<file path="config.mk">
export PLATFORM = sky130hd
export DESIGN_NAME = i2c_tgt_regfile
export DESIGN_NICKNAME = d
export VERILOG_FILES = /design/src/rtl/i2c_tgt_pkg.sv /design/src/rtl/i2c_tgt_sync.sv /design/src/rtl/i2c_tgt_regs.sv /design/src/rtl/i2c_tgt_core.sv /design/src/rtl/i2c_tgt_regfile.sv
export SDC_FILE = /design/constraint.sdc
export NUM_CORES = 1
export LEC_CHECK = 0
export ABC_AREA = 1
export BUFFER_PORTS_ARGS = -buffer_cell sky130_fd_sc_hd__buf_2
export CORE_UTILIZATION = 35
export CTS_BUF_LIST = sky130_fd_sc_hd__clkbuf_4
export CTS_CLUSTER_SIZE = 8
export DETAILED_ROUTE_END_ITERATION = 10
export GPL_TIMING_DRIVEN = 0
export HOLD_SLACK_MARGIN = 0.02
export PLACE_DENSITY = 0.53
export SETUP_SLACK_MARGIN = 0.3
export SYNTH_ARGS = -nofsm -noshare
export SYNTH_HDL_FRONTEND = slang
export SYNTH_SLANG_ARGS = --single-unit
</file>
<file path="constraint.sdc">
create_clock -name clk -period 2.2 [get_ports clk]
set_input_delay 0.22 -clock clk [delete_from_list [all_inputs] [get_ports clk]]
set_output_delay 0.22 -clock clk [all_outputs]
set_load 0.05 [all_outputs]
</file>
<file path="src/rtl/i2c_tgt_pkg.sv">
package i2c_tgt_pkg;
  typedef enum logic [2:0] {
    ST_IDLE,
    ST_ADDR,
    ST_AACK,
    ST_WBYTE,
    ST_WACK,
    ST_LOAD,
    ST_TX,
    ST_RACK
  } tgt_state_e;
endpackage

</file>
<file path="src/rtl/i2c_tgt_sync.sv">
// Synchronizes the bus wires and flags edges, start and stop. STAGES must be >= 2.
module i2c_tgt_sync #(
  parameter int STAGES = 2
) (
  input  logic clk,
  input  logic rst,
  input  logic scl_i,
  input  logic sda_i,
  output logic scl_s,
  output logic sda_s,
  output logic scl_rise,
  output logic scl_fall,
  output logic start_det,
  output logic stop_det
);
  logic [STAGES-1:0] scl_pipe, sda_pipe;
  logic scl_q, sda_q;

  always_ff @(posedge clk) begin
    if (rst) begin
      scl_pipe <= '1;
      sda_pipe <= '1;
      scl_q    <= 1'b1;
      sda_q    <= 1'b1;
    end else begin
      scl_pipe <= {scl_pipe[STAGES-2:0], scl_i};
      sda_pipe <= {sda_pipe[STAGES-2:0], sda_i};
      scl_q    <= scl_pipe[STAGES-1];
      sda_q    <= sda_pipe[STAGES-1];
    end
  end

  assign scl_s     = scl_pipe[STAGES-1];
  assign sda_s     = sda_pipe[STAGES-1];
  assign scl_rise  = ~scl_q & scl_s;
  assign scl_fall  = scl_q & ~scl_s;
  assign start_det = scl_q & scl_s & sda_q & ~sda_s;
  assign stop_det  = scl_q & scl_s & ~sda_q & sda_s;
endmodule

</file>
<file path="src/rtl/i2c_tgt_regs.sv">
// Register storage with a host port and a bus port; reads are registered.
module i2c_tgt_regs #(
  parameter int DW = 8,
  parameter int AW = 4
) (
  input  logic          clk,
  input  logic          host_we,
  input  logic [AW-1:0] host_addr,
  input  logic [DW-1:0] host_wdata,
  output logic [DW-1:0] host_rdata,
  input  logic          bus_we,
  input  logic [AW-1:0] bus_addr,
  input  logic [DW-1:0] bus_wdata,
  output logic [DW-1:0] bus_rdata
);
  localparam int DEPTH = 1 << AW;
  logic [DW-1:0] mem [DEPTH];

  always_ff @(posedge clk) begin
    if (bus_we)  mem[bus_addr]  <= bus_wdata;
    if (host_we) mem[host_addr] <= host_wdata;
    host_rdata <= mem[host_addr];
    bus_rdata  <= mem[bus_addr];
  end
endmodule

</file>
<file path="src/rtl/i2c_tgt_core.sv">
// Byte engine: address match, pointer handling, ACK, transmit and clock stretch.
module i2c_tgt_core
  import i2c_tgt_pkg::*;
#(
  parameter int         DW       = 8,
  parameter int         AW       = 4,
  parameter logic [6:0] DEV_ADDR = 7'h42
) (
  input  logic          clk,
  input  logic          rst,
  input  logic          scl_s,
  input  logic          sda_s,
  input  logic          scl_rise,
  input  logic          scl_fall,
  input  logic          start_det,
  input  logic          stop_det,
  input  logic          rd_ready,
  input  logic [DW-1:0] bus_rdata,
  output logic          bus_we,
  output logic [AW-1:0] bus_addr,
  output logic [DW-1:0] bus_wdata,
  output logic          sda_low,
  output logic          scl_low
);
  localparam int CW = $clog2(DW + 1);

  tgt_state_e    st;
  logic [DW-1:0] sh;
  logic [CW-1:0] cnt;
  logic [AW-1:0] ptr;
  logic          rw, first, mack;
  logic          byte_in_done, rx_end, ptr_load;

  assign byte_in_done = (cnt == CW'(DW));
  assign rx_end    = (st == ST_WBYTE) && scl_fall && byte_in_done && !start_det && !stop_det;
  assign ptr_load  = rx_end && first;
  assign bus_we    = rx_end && !first;
  assign bus_addr  = ptr;
  assign bus_wdata = sh;

  always_ff @(posedge clk) begin
    if (rst) begin
      st <= ST_IDLE; sh <= '0; cnt <= '0; ptr <= '0;
      rw <= 1'b0; first <= 1'b0; mack <= 1'b0;
      sda_low <= 1'b0; scl_low <= 1'b0;
    end else if (start_det) begin
      st <= ST_ADDR; cnt <= '0; sda_low <= 1'b0; scl_low <= 1'b0;
    end else if (stop_det) begin
      st <= ST_IDLE; sda_low <= 1'b0; scl_low <= 1'b0;
    end else begin
      case (st)
        ST_ADDR, ST_WBYTE: begin
          if (scl_rise && !byte_in_done) begin
            sh  <= {sh[DW-2:0], sda_s};
            cnt <= cnt + 1'b1;
          end else if (scl_fall && byte_in_done) begin
            if (st == ST_ADDR) begin
              if (sh[DW-1 -: 7] == DEV_ADDR) begin
                st <= ST_AACK; sda_low <= 1'b1; rw <= sh[0];
              end else begin
                st <= ST_IDLE;
              end
            end else begin
              st <= ST_WACK; sda_low <= 1'b1; cnt <= '0;
              if (first) begin
                ptr   <= sh[AW-1:0];
                first <= 1'b0;
              end else begin
                ptr <= ptr + 1'b1;
              end
            end
          end
        end
        ST_AACK: if (scl_fall) begin
          sda_low <= 1'b0; cnt <= '0;
          if (rw) st <= ST_LOAD;
          else begin st <= ST_WBYTE; first <= 1'b1; end
        end
        ST_WACK: if (scl_fall) begin
          sda_low <= 1'b0; cnt <= '0; st <= ST_WBYTE;
        end
        ST_LOAD: begin
          if (rd_ready) begin
            sh <= bus_rdata; sda_low <= ~bus_rdata[DW-1];
            scl_low <= 1'b0; ptr <= ptr + 1'b1; cnt <= '0; st <= ST_TX;
          end else begin
            scl_low <= 1'b1;
          end
        end
        ST_TX: if (scl_fall) begin
          if (cnt == CW'(DW - 1)) begin
            sda_low <= 1'b0; st <= ST_RACK;
          end else begin
            sh <= {sh[DW-2:0], 1'b0}; sda_low <= ~sh[DW-2]; cnt <= cnt + 1'b1;
          end
        end
        ST_RACK: begin
          if (scl_rise) mack <= ~sda_s;
          if (scl_fall) st <= mack ? ST_LOAD : ST_IDLE;
        end
        default: st <= ST_IDLE;
      endcase
    end
  end

  // stretch is held while local data is not ready
  a_r9_hold_until_ready: assert property (@(posedge clk) disable iff (rst)
    (scl_low && !rd_ready && !start_det && !stop_det) |=> scl_low);

  // idle target pulls neither line
  a_r4_idle_quiet: assert property (@(posedge clk) disable iff (rst)
    (st == ST_IDLE && !start_det) |=> (!sda_low && !scl_low));

  // SDA drive only changes while SCL is low
  a_r3_sda_moves_scl_low: assert property (@(posedge clk) disable iff (rst)
    (sda_low != $past(sda_low)) |-> !scl_s);

  // pointer moves only by a load or a single step (wrapping)
  a_r6_ptr_step: assert property (@(posedge clk) disable iff (rst)
    ((ptr != $past(ptr)) && !$past(ptr_load)) |-> (ptr == AW'($past(ptr) + 1'b1)));

  // a NACKed read byte ends in idle
  a_r8_nack_idle: assert property (@(posedge clk) disable iff (rst)
    (st == ST_RACK && scl_fall && !mack && !start_det && !stop_det) |=> (st == ST_IDLE));
endmodule

</file>
<file path="src/rtl/i2c_tgt_regfile.sv">
module i2c_tgt_regfile #(
  parameter int         DW          = 8,
  parameter int         NREG        = 16,
  parameter int         SYNC_STAGES = 2,
  parameter logic [6:0] DEV_ADDR    = 7'h42
) (
  input  logic                    clk,
  input  logic                    rst,
  input  logic                    scl_i,
  input  logic                    sda_i,
  input  logic                    rd_ready,
  output logic                    scl_drive_low,
  output logic                    sda_drive_low,
  input  logic                    host_we,
  input  logic [$clog2(NREG)-1:0] host_addr,
  input  logic [DW-1:0]           host_wdata,
  output logic [DW-1:0]           host_rdata
);
  localparam int AW = $clog2(NREG);

  logic scl_s, sda_s, scl_rise, scl_fall, start_det, stop_det;
  logic bus_we;
  logic [AW-1:0] bus_addr;
  logic [DW-1:0] bus_wdata, bus_rdata;

  i2c_tgt_sync #(.STAGES(SYNC_STAGES)) u_sync (
    .clk(clk), .rst(rst), .scl_i(scl_i), .sda_i(sda_i),
    .scl_s(scl_s), .sda_s(sda_s), .scl_rise(scl_rise), .scl_fall(scl_fall),
    .start_det(start_det), .stop_det(stop_det)
  );

  i2c_tgt_core #(.DW(DW), .AW(AW), .DEV_ADDR(DEV_ADDR)) u_core (
    .clk(clk), .rst(rst), .scl_s(scl_s), .sda_s(sda_s),
    .scl_rise(scl_rise), .scl_fall(scl_fall),
    .start_det(start_det), .stop_det(stop_det), .rd_ready(rd_ready),
    .bus_rdata(bus_rdata), .bus_we(bus_we), .bus_addr(bus_addr),
    .bus_wdata(bus_wdata), .sda_low(sda_drive_low), .scl_low(scl_drive_low)
  );

  i2c_tgt_regs #(.DW(DW), .AW(AW)) u_regs (
    .clk(clk), .host_we(host_we), .host_addr(host_addr),
    .host_wdata(host_wdata), .host_rdata(host_rdata),
    .bus_we(bus_we), .bus_addr(bus_addr), .bus_wdata(bus_wdata),
    .bus_rdata(bus_rdata)
  );
endmodule

</file>
# Word level (Yosys, flattened, before mapping)
# Memory sizes are Yosys's and may differ from the RTL's. A register that Yosys moved wholly into a read port is not among the register bits.
# Cells that the tools add are included.
# word_totals
ram_bits	128
mem_count	1
in_bits	18
word_cells	149
output_inout_bits	10
register_bits	30
# mem_list
memory	depth	width	read_ports	rd_ports_with_merged_regs	write_ports	line	rtl
u_regs.mem	16	8	2	2	2	i2c_tgt_regs.sv:17	logic [DW-1:0] mem [DEPTH];
# op_classes
add_sub_neg	2
muxes	54
n_eq_ne	34
bitwise	16
n_reduce_logical	28
# op_table
operator	count
4-bit two-way mux	12
3-bit two-way mux	11
8-bit two-way mux	4
8-bit AND reduction	4
7-bit AND reduction	4
4-bit by 1-bit != test with 1-bit output (second input constant)	6
8-bit one-hot mux with 3 select lines	1
1-bit two-way mux	20
3-bit one-hot mux with 6 select lines	1
2-bit by 1-bit != test with 1-bit output (second input constant)	8
4-bit one-hot mux with 4 select lines	1
3-bit == test (second input constant)	4
2-bit != test (second input constant)	5
1-bit inverter	9
4-bit by 1-bit adder with 4-bit output (second input constant)	2
4-bit by 2-bit != test with 1-bit output (second input constant)	2
4-bit one-hot mux with 2 select lines	1
1-bit AND	7
7-bit == test (second input constant)	1
1-bit logical AND	7
3-bit by 2-bit == test with 1-bit output (second input constant)	2
2-bit OR reduction	3
4-bit by 3-bit == test with 1-bit output (second input constant)	1
4-bit == test (second input constant)	1
other kinds (13)	17

# Logic depth before layout (Yosys ltp)
# Gate-level depths: netlist of the first run.
# logic_depth
word_depth	9
mapped_depth	12
mapped_depth_nobuf	12

# Cells and area by module
# Synthesis of the first run repeated with hierarchy kept, for this count alone.
# unflattened
hier_cells	1586
area_unflattened_um2	10575.1
# by_module_without_submodules
mod	area_per_inst_um2	instances	cells_per_inst	seq_area_each_um2
i2c_tgt_regs	8627.0	1	1266	4164.0
i2c_tgt_core	1750.4	1	296	480.5
i2c_tgt_sync	197.7	1	24	120.1

# Least setup slack after synthesis of the first run
# Ideal clock, no wire load.
# synth_path
kind	flip-flop to flip-flop
start	reg u_core.cnt[0]
end	mem u_regs.mem[4][0] (enable)
path_slack_ns	0.010
synth_period_minus_slack_ns	2.190
setup_time_ns	0.384
required_time_ns	1.816
path_buffers	0
path_stages_with_launch	9
arrival_time_ns	1.806
path_cell_list	dfxtp_1 > inv_1 > ha_1 > nand2_1 > nor2_1 > nand4_1 > nor2_1 > nand2_1 > o21ai_0
# synth_lines
element	line	rtl
start, declared	i2c_tgt_core.sv:29	logic [CW-1:0] cnt;
start signal, assigned	i2c_tgt_core.sv:55	cnt <= cnt + 1'b1;
start signal, assigned	i2c_tgt_core.sv:94	sh <= {sh[DW-2:0], 1'b0}; sda_low <= ~sh[DW-2]; cnt <= cnt + 1'b1;
end, declared	i2c_tgt_regs.sv:17	

==> results of run 1 <==
[metal layers]
layer  vias to the layer above  GRT usage
met3                        99     0.0594
met5                         -          0
met1                      4405      0.389
met4                         0      0.113
met2                       557      0.419
li1                       4209          -
[area by class of cell]
cell class	instances	area [um2]
Inverter	61	240
Clock inverter	13	130
Fill cell	2674	15300
Buffer	66	335
Sequential cell	174	4780
Multi-Input combinational cell	874	4520
Timing Repair Buffer	48	435
Clock buffer	19	143
Tap cell	335	419
Antenna cell	1	2.50
[layout by cell type (no fill, tap or decap), drive strengths merged]
| master | count |
|---|---|
| diode | 1 |
| xor2 | 3 |
| bufinv | 1 |
| a22o | 1 |
| a22oi | 64 |
| clkinv | 6 |
| edfxtp | 128 |
| nand3 | 25 |
| o211ai | 1 |
| ha | 6 |
| or2 | 5 |
| dlygate4sd3 | 3 |
| nor3 | 4 |
| dfxtp | 46 |
| clkinvlp | 6 |
| nor2 | 143 |
| buf | 75 |
| o22ai | 38 |
| a21oi | 10 |
| nand2 | 335 |
| clkbuf | 55 |
| nand4 | 18 |
| inv | 61 |
| o21ai | 221 |
[cell families after synthesis]
logic type,share of synthesized area
fa+ha+maj,0.00792
xor+xnor,0.00277
simple gates,0.232
compound gates,0.199
buf+inv,0.0550
flops,0.503
[flip-flops by register name, summed over array words and instances (netlist names)]
name / flops
u_regs.mem: 128
u_sync.sda_q: 1
u_core.st: 3
u_core.bus_addr: 4
u_regs.bus_rdata: 8
u_core.first: 1
u_core.scl_low: 1
u_core.rw: 1
u_core.cnt: 4
u_core.bus_wdata: 8
u_regs.host_rdata: 8
u_sync.scl_q: 1
u_core.sda_low: 1
u_core.mack: 1
u_sync.sda_pipe: 2
u_sync.scl_pipe: 2
[how the worst max path moves through the flow]
stage,from,end,slack [ns],cells past startpoint
after floorplan,u_core.cnt[0],u_regs.mem[5][0],0.19,8
after global placement,u_core.cnt[0],u_regs.mem[2][1],-0.70,8
after detailed placement,u_core.cnt[0],u_regs.mem[2][1],-0.71,8
after CTS,u_core.cnt[1],u_regs.mem[1][4],0.18,9
after global routing,u_core.cnt[0],u_regs.mem[3][7],0.13,9
final,u_core.cnt[0],u_regs.mem[3][6],0.24,9
[timing repair]
action,in CTS,in global routing
hold buffers,3,0
hold endpoints to repair,3,0
gates resized for setup,81,26
pin swaps,15,19
setup buffers,14,5
gates cloned,0,0
endpoints found under the setup margin,137,142
[power breakdown]
| part | switching [mW] | total [mW] | internal [mW] | leakage [nW] |
|---|---|---|---|---|
| combinational | 1.05 | 1.49 | 0.443 | 2.38 |
| sequential | 0.0900 | 3.72 | 3.63 | 1.57 |
| clock | 1.31 | 1.93 | 0.612 | 0.143 |
| total | 2.45 | 7.14 | 4.69 | 4.09 |
==> results.sh, run 1 <==
export IMPL_worst_pin_slew_ns=1.10
export IMPL_slew_headroom=0.268
export IMPL_grt_pass1_vias=8507
export IMPL_reg2regPathDepth=9
export IMPL_yosysTopAreaCellShare=0.405
export IMPL_critPathCaptureType="flip-flop"
export IMPL_netlist_top_cells_count="nand2_1 (332), o21ai_0 (212), nor2_1 (131), edfxtp_1 (128), a22oi_1 (64)"
export IMPL_slowest_delay_ns=0.36
export IMPL_drtAntennaViolNets=0
export IMPL_clk_pin_slew_worst_paths_ns=0.16
export IMPL_max_freq_ghz=0.510
export IMPL_crit_top_cell="nor2_4"
export IMPL_die_area_mm2=0.0277
export IMPL_fin_crit_ns=1.96
export IMPL_worstPathMaxFanout=8
export IMPL_synth_cell_types=32
export IMPL_place_inst=1536
export IMPL_drc=1
export IMPL_power_leakage_nw=4.09
export IMPL_finalWirelength_um=38600
export IMPL_cp_start_kind="flip-flop"
export IMPL_die_w_um=167
export IMPL_min_to="u_core.bus_addr[0]"
export IMPL_coreArea_mm2=0.0263
export IMPL_final_setup_viol_count=0
export IMPL_vias=9270
export IMPL_async_reset_ff_frac=0
export IMPL_synth_avg_cell_area_um2=8.07
export IMPL_final_core_util=0.419
export IMPL_status="finished, violations left"
export IMPL_finClkSkew_ns=0.0309
export IMPL_place_hpwl_um=26900
export IMPL_cts_buffers=17
export IMPL_critPathRequiredTime_ns=2.51
export IMPL_irDropWorstVdd_mv=0.373
export IMPL_rrSetupSlack_ns=0.24
export IMPL_synth_edff_count=128
export IMPL_finalWorstSetupSlack_ns=0.241
export IMPL_gp_congestion=1.03
export IMPL_fin_area_mm2=0.0110
export IMPL_fin_tns_setup_ns=0
export IMPL_cts_tree="built"
export IMPL_yosysWarningCount=0
export IMPL_wl_per_cell_um=24.3
export IMPL_rows=59
export IMPL_violations="design-rule violations"
export IMPL_hold_class="input pin to flip-flop"
export IMPL_grt_max_degree=17
export IMPL_arrival_ns=2.27
export IMPL_yosys_register_bits=174
export IMPL_area_delta_synth_final_pct=16.1
export IMPL_post_drt_via_cell_ratio=5.83
export IMPL_synth_yosys_seq_area_share=0.503
export IMPL_synth_largest_area_cell="edfxtp_1"
export IMPL_die_y_um=167
export IMPL_crit_family="simple AND/OR/NAND/NOR gates"
export IMPL_ios=28
export IMPL_top_layer_used="met4"
export IMPL_cts_root_buf="clkbuf_4"
export IMPL_post_route_period_util=0.891
export IMPL_final_max_slew_viol_count=0
export IMPL_h_tree_depth=4
export IMPL_reg2reg_to="u_regs.mem[3][6]"
export IMPL_critical_path_slowest_cell="dfxtp_2"
export IMPL_grt_total_usage=0.279
export IMPL_grt_overflow_total=0
export IMPL_reg2reg_from="u_core.cnt[0]"
export IMPL_hold_start="rst"
export IMPL_pre_cts_ws_ns=-0.706
export IMPL_drv_cap=0
export IMPL_port_buffers=26
export IMPL_cellPowerDensity_mw_per_mm2=649
export IMPL_crit_chain="inv_2 > ha_4 > nand2_4 > nor2_4 > nand4_1 > nor2_4 > buf_12 > nand2_8 > o21ai_4"
export IMPL_nNetsFinal=1266
export IMPL_route_met3_wl_um=4240
export IMPL_yosysMostFrequentCell="nand2_1"
export IMPL_critPathBufInv=2
export IMPL_netlist_instances=1175
export IMPL_antenna_found_initial=1
export IMPL_grt_setup_unrepaired="yes"
export IMPL_drive_gt1_frac=0.152
export IMPL_syn_num_nets=1199
export IMPL_dr_pass1_iters=9
export IMPL_yosys_most_used_dff="edfxtp_1"
export IMPL_insertion_delay_ns=0.62
export IMPL_grt_pass1_wl_um=55900
export IMPL_m1WireLength_um=16200
export IMPL_power_mw=7.14
export IMPL_hold_viol_final=0
export IMPL_critical_path_class="flip-flop to flip-flop"
export IMPL_placed_area_mm2=0.0100
export IMPL_cts_sinks=174
export IMPL_hold_ws_ns=0.00448
export IMPL_hold_depth=2
export IMPL_dr_first_iter_drc_count=1313
export IMPL_cts_buffer_depth=2
export IMPL_synth_area_mm2=0.00948
export IMPL_synthTopCellsByArea="edfxtp_1 (41%), nand2_1 (13%), o21ai_0 (11%)"
export IMPL_stdcell_count=1591
export IMPL_met2_wirelength_um=16700
export IMPL_start_util=0.361
Note: power is estimated with default switching activity, not from simulation.
==> run 2, diff against run 1 <==
--- a/config.mk
+++ b/config.mk
@@ -9,12 +9,13 @@
 export BUFFER_PORTS_ARGS = -buffer_cell sky130_fd_sc_hd__buf_2
 export CORE_UTILIZATION = 35
 export CTS_BUF_LIST = sky130_fd_sc_hd__clkbuf_4
-export CTS_CLUSTER_SIZE = 8
+export CTS_CLUSTER_SIZE = 25
 export DETAILED_ROUTE_END_ITERATION = 10
 export GPL_TIMING_DRIVEN = 0
 export HOLD_SLACK_MARGIN = 0.02
-export PLACE_DENSITY = 0.53
+export PLACE_DENSITY = 0.52
 export SETUP_SLACK_MARGIN = 0.3
 export SYNTH_ARGS = -nofsm -noshare
 export SYNTH_HDL_FRONTEND = slang
+export SYNTH_HIERARCHICAL = 1
 export SYNTH_SLANG_ARGS = --single-unit
==> run 2 against run 1 <==
Against the previous run:
- the flow now finishes without violations
- synthesized area up 12%
- wire length up 5.8%
- maximum frequency down 4.6%
- global-route usage down 0.96 points
- flip-flop and latch count unchanged
- critical path type unchanged
- critical endpoint is now u_regs/mem[11][6]
- largest power group unchanged
- highest routed layer unchanged
==> results.sh, run 2 <==
export IMPL_cts_tree="built"
export IMPL_cts_buffers=17
export IMPL_area_delta_synth_final_pct=16.7
export IMPL_die_w_um=176
export IMPL_reg2regPathDepth=8
export IMPL_dr_first_iter_drc_count=1311
export IMPL_final_cell_mix="nand2_1 (907), edfxtp_1 (128), o21ai_0 (124)"
export IMPL_synth_cell_types=34
export IMPL_hold_viol_final=0
export IMPL_hold_ws_ns=0.0857
export IMPL_synthTopCellsByArea="edfxtp_1 (36%), nand2_1 (32%), dfxtp_1 (8.7%)"
export IMPL_port_buffers=26
export IMPL_netlist_top_cells_count="nand2_1 (912), o21ai_0 (134), edfxtp_1 (128), inv_1 (91), nor2_1 (75)"
export IMPL_cellPowerDensity_mw_per_mm2=740
export IMPL_seqCellArea_mm2=0.00479
export IMPL_antenna_found_initial=2
export IMPL_post_route_period_util=0.934
export IMPL_grt_setup_unrepaired="yes"
export IMPL_drc=0
export IMPL_crit_top_cell="buf_12"
export IMPL_rows=63
export IMPL_grt_overflow_total=0
export IMPL_reg2reg_from="u_core/st[2]"
export IMPL_synth_avg_cell_area_um2=6.67
export IMPL_power_mw=9.13
export IMPL_dr_pass1_iters=5
export IMPL_yosys_most_used_dff="edfxtp_1"
export IMPL_yosysWarningCount=6
export IMPL_crit_family="simple AND/OR/NAND/NOR gates"
export IMPL_clk_pin_slew_worst_paths_ns=0.16
export IMPL_grt_pass1_wl_um=60000
export IMPL_max_freq_ghz=0.487
export IMPL_grt_total_usage=0.269
export IMPL_final_setup_viol_count=0
export IMPL_finalWirelength_um=40800
export IMPL_worst_pin_slew_ns=1.10
export IMPL_syn_num_nets=1607
export IMPL_hold_start="host_wdata[1]"
export IMPL_h_tree_depth=4
export IMPL_wl_per_cell_um=19.7
export IMPL_cts_sinks=174
export IMPL_async_reset_ff_frac=0
export IMPL_die_area_mm2=0.0309
export IMPL_top_register="u_regs/mem"
export IMPL_grt_pass1_vias=9611
export IMPL_largest_register_ffs=128
export IMPL_drtAntennaViolNets=0
export IMPL_critical_path_slowest_cell="dfxtp_2"
export IMPL_power_leakage_nw=5.58
export IMPL_rrSetupSlack_ns=0.15
export IMPL_synth_yosys_seq_area_share=0.451
export IMPL_drv_cap=0
export IMPL_post_drt_via_cell_ratio=5.15
export IMPL_cts_buffer_depth=2
export IMPL_path_depth=8
export IMPL_synth_area_mm2=0.0106
export IMPL_nNetsFinal=1693
export IMPL_worstPathMaxFanout=10
export IMPL_status="complete, no violations"
export IMPL_ios=28
export IMPL_drive_gt1_frac=0.123
export IMPL_yosysTopAreaCellShare=0.363
export IMPL_multiInputGateArea_mm2=0.00544
export IMPL_arrival_ns=2.39
export IMPL_coreArea_mm2=0.0297
export IMPL_slew_headroom=0.265
export IMPL_critPathCaptureType="flip-flop"
export IMPL_endpoint="u_regs/mem[11][6]"
export IMPL_cp_start_kind="flip-flop"
export IMPL_synth_largest_area_cell="edfxtp_1"
export IMPL_insertion_delay_ns=0.61
export IMPL_fin_tns_setup_ns=0
export IMPL_critical_path_class="flip-flop to flip-flop"
export IMPL_yosys_register_bits=174
export IMPL_critPathBufInv=4
export IMPL_slowest_delay_ns=0.37
export IMPL_fin_crit_ns=2.05
export IMPL_mostFrequentLayoutCell="nand2_1"
export IMPL_netlist_instances=1586
export IMPL_place_hpwl_um=29600
export IMPL_start_util=0.356
export IMPL_critPathRequiredTime_ns=2.53
export IMPL_crit_chain="buf_6 > inv_2 > nand2_2 > nor4_4 > buf_12 > nand3_4 > o21ai_4 > buf_12"
export IMPL_crit_start="u_core/st[2]"
export IMPL_hold_class="input pin to flip-flop"
export IMPL_finClkSkew_ns=0.0307
export IMPL_synth_edff_count=128
export IMPL_die_y_um=176
export IMPL_reg2reg_to="u_regs/mem[11][6]"
export IMPL_irDropWorstVdd_mv=0.409
export IMPL_grt_max_degree=17
export IMPL_gp_congestion=0.949
export IMPL_yosysMostFrequentCell="nand2_1"
export IMPL_final_max_slew_viol_count=0
export IMPL_vias=10691
export IMPL_fillers=3156
export IMPL_cts_root_buf="clkbuf_4"
run 2: changes by cell type in the layout (fill, tap and decap cells not counted), moves of 7 or more:
cell     change
a22oi_1     -64
buf_4        +8
inv_1       +37
nand2_2      +8
o21ai_0     -77
buf_1        +7
o21ai_1     +17
nand2_1    +581
nor2_1      -55
inv_4        +7
o22ai_1     -32
nand4_1     -11
run 2: through the flow:
| stage | setup WS (ns) | cells | instance area [um2] | util |
|---|---|---|---|---|
| 6_report | 0.146 | 2077 | 12300 | 0.415 |
| 5_1_grt | 0.0525 | 2076 | 12300 | 0.415 |
| 4_1_cts | 0.0941 | 2062 | 12200 | 0.409 |
| 3_5_place_dp | -0.413 | 2002 | 11500 | 0.388 |
| 3_3_place_gp | -0.404 | 2002 | 11500 | 0.388 |
| 2_1_floorplan | 0.142 | 1586 | 10900 | - |
run 2: how the worst min path moves through the flow:
stage | endpoint | depth (start not counted)
finish | u_regs/mem[13][1] | 3
global route | u_regs/mem[14][3] | 3
CTS | u_regs/mem[13][3] | 3
detailed placement | u_sync/sda_pipe[1] | 1
global placement | u_sync/sda_pipe[1] | 1
floorplan | u_core/bus_addr[0] | 1
run 2: logic make-up (layout without fill, tap and decap cells):
family	after synthesis	count (layout)	share of synthesized area
AND/OR/NAND/NOR	1052	1052	0.391
AO/OA/AOI/OAI	181	181	0.0870
buffers and inverters	174	273	0.0661
adder cells (fa/ha/maj)	3	3	0.00355
XOR/XNOR	2	2	0.00166
other	0	2	0
flip-flops	174	174	0.451
run 2: layout make-up:
type	count	area share
antenna	2	0.000406
clock inverter	14	0.00923
buffer	72	0.0283
inverter	102	0.0319
tap	390	0.0396
clock buffer	18	0.0110
sequential	174	0.388
multi-input combinational	1238	0.441
timing repair buffer	67	0.0507
run 2: repair_timing:
item                                    4_1_cts  5_1_grt
hold endpoints to repair                     20        0
pin swaps                                    18       18
hold buffers                                  9        0
endpoints found under the setup margin      136      137
buffers inserted                             19       13
resized for setup                            18       26
run 2: worst reg2reg max path: stages (launching register included):
cell     delay [ns]
dfxtp_2        0.37
buf_6          0.15
inv_2          0.10
nand2_2        0.09
nor4_4         0.31
buf_12         0.17
nand3_4        0.21
o21ai_4        0.24
buf_12         0.14
run 2: report_power, final:
part / leakage [nW] / internal [mW] / total (mW) / switching (mW)
registers: 1.57 / 3.93 / 4.12 / 0.184
clock network: 0.144 / 0.572 / 1.79 / 1.22
logic: 3.87 / 0.989 / 3.22 / 2.23
total: 5.58 / 5.50 / 9.13 / 3.63
run 2: routing by layer:
layer,up-vias,global-route usage,wire (um)
met4,0,0.113,1650
met1,4958,0.355,17100
met3,81,0.0370,2990
li1,5179,-,-
met5,-,0,0
met2,473,0.442,19100
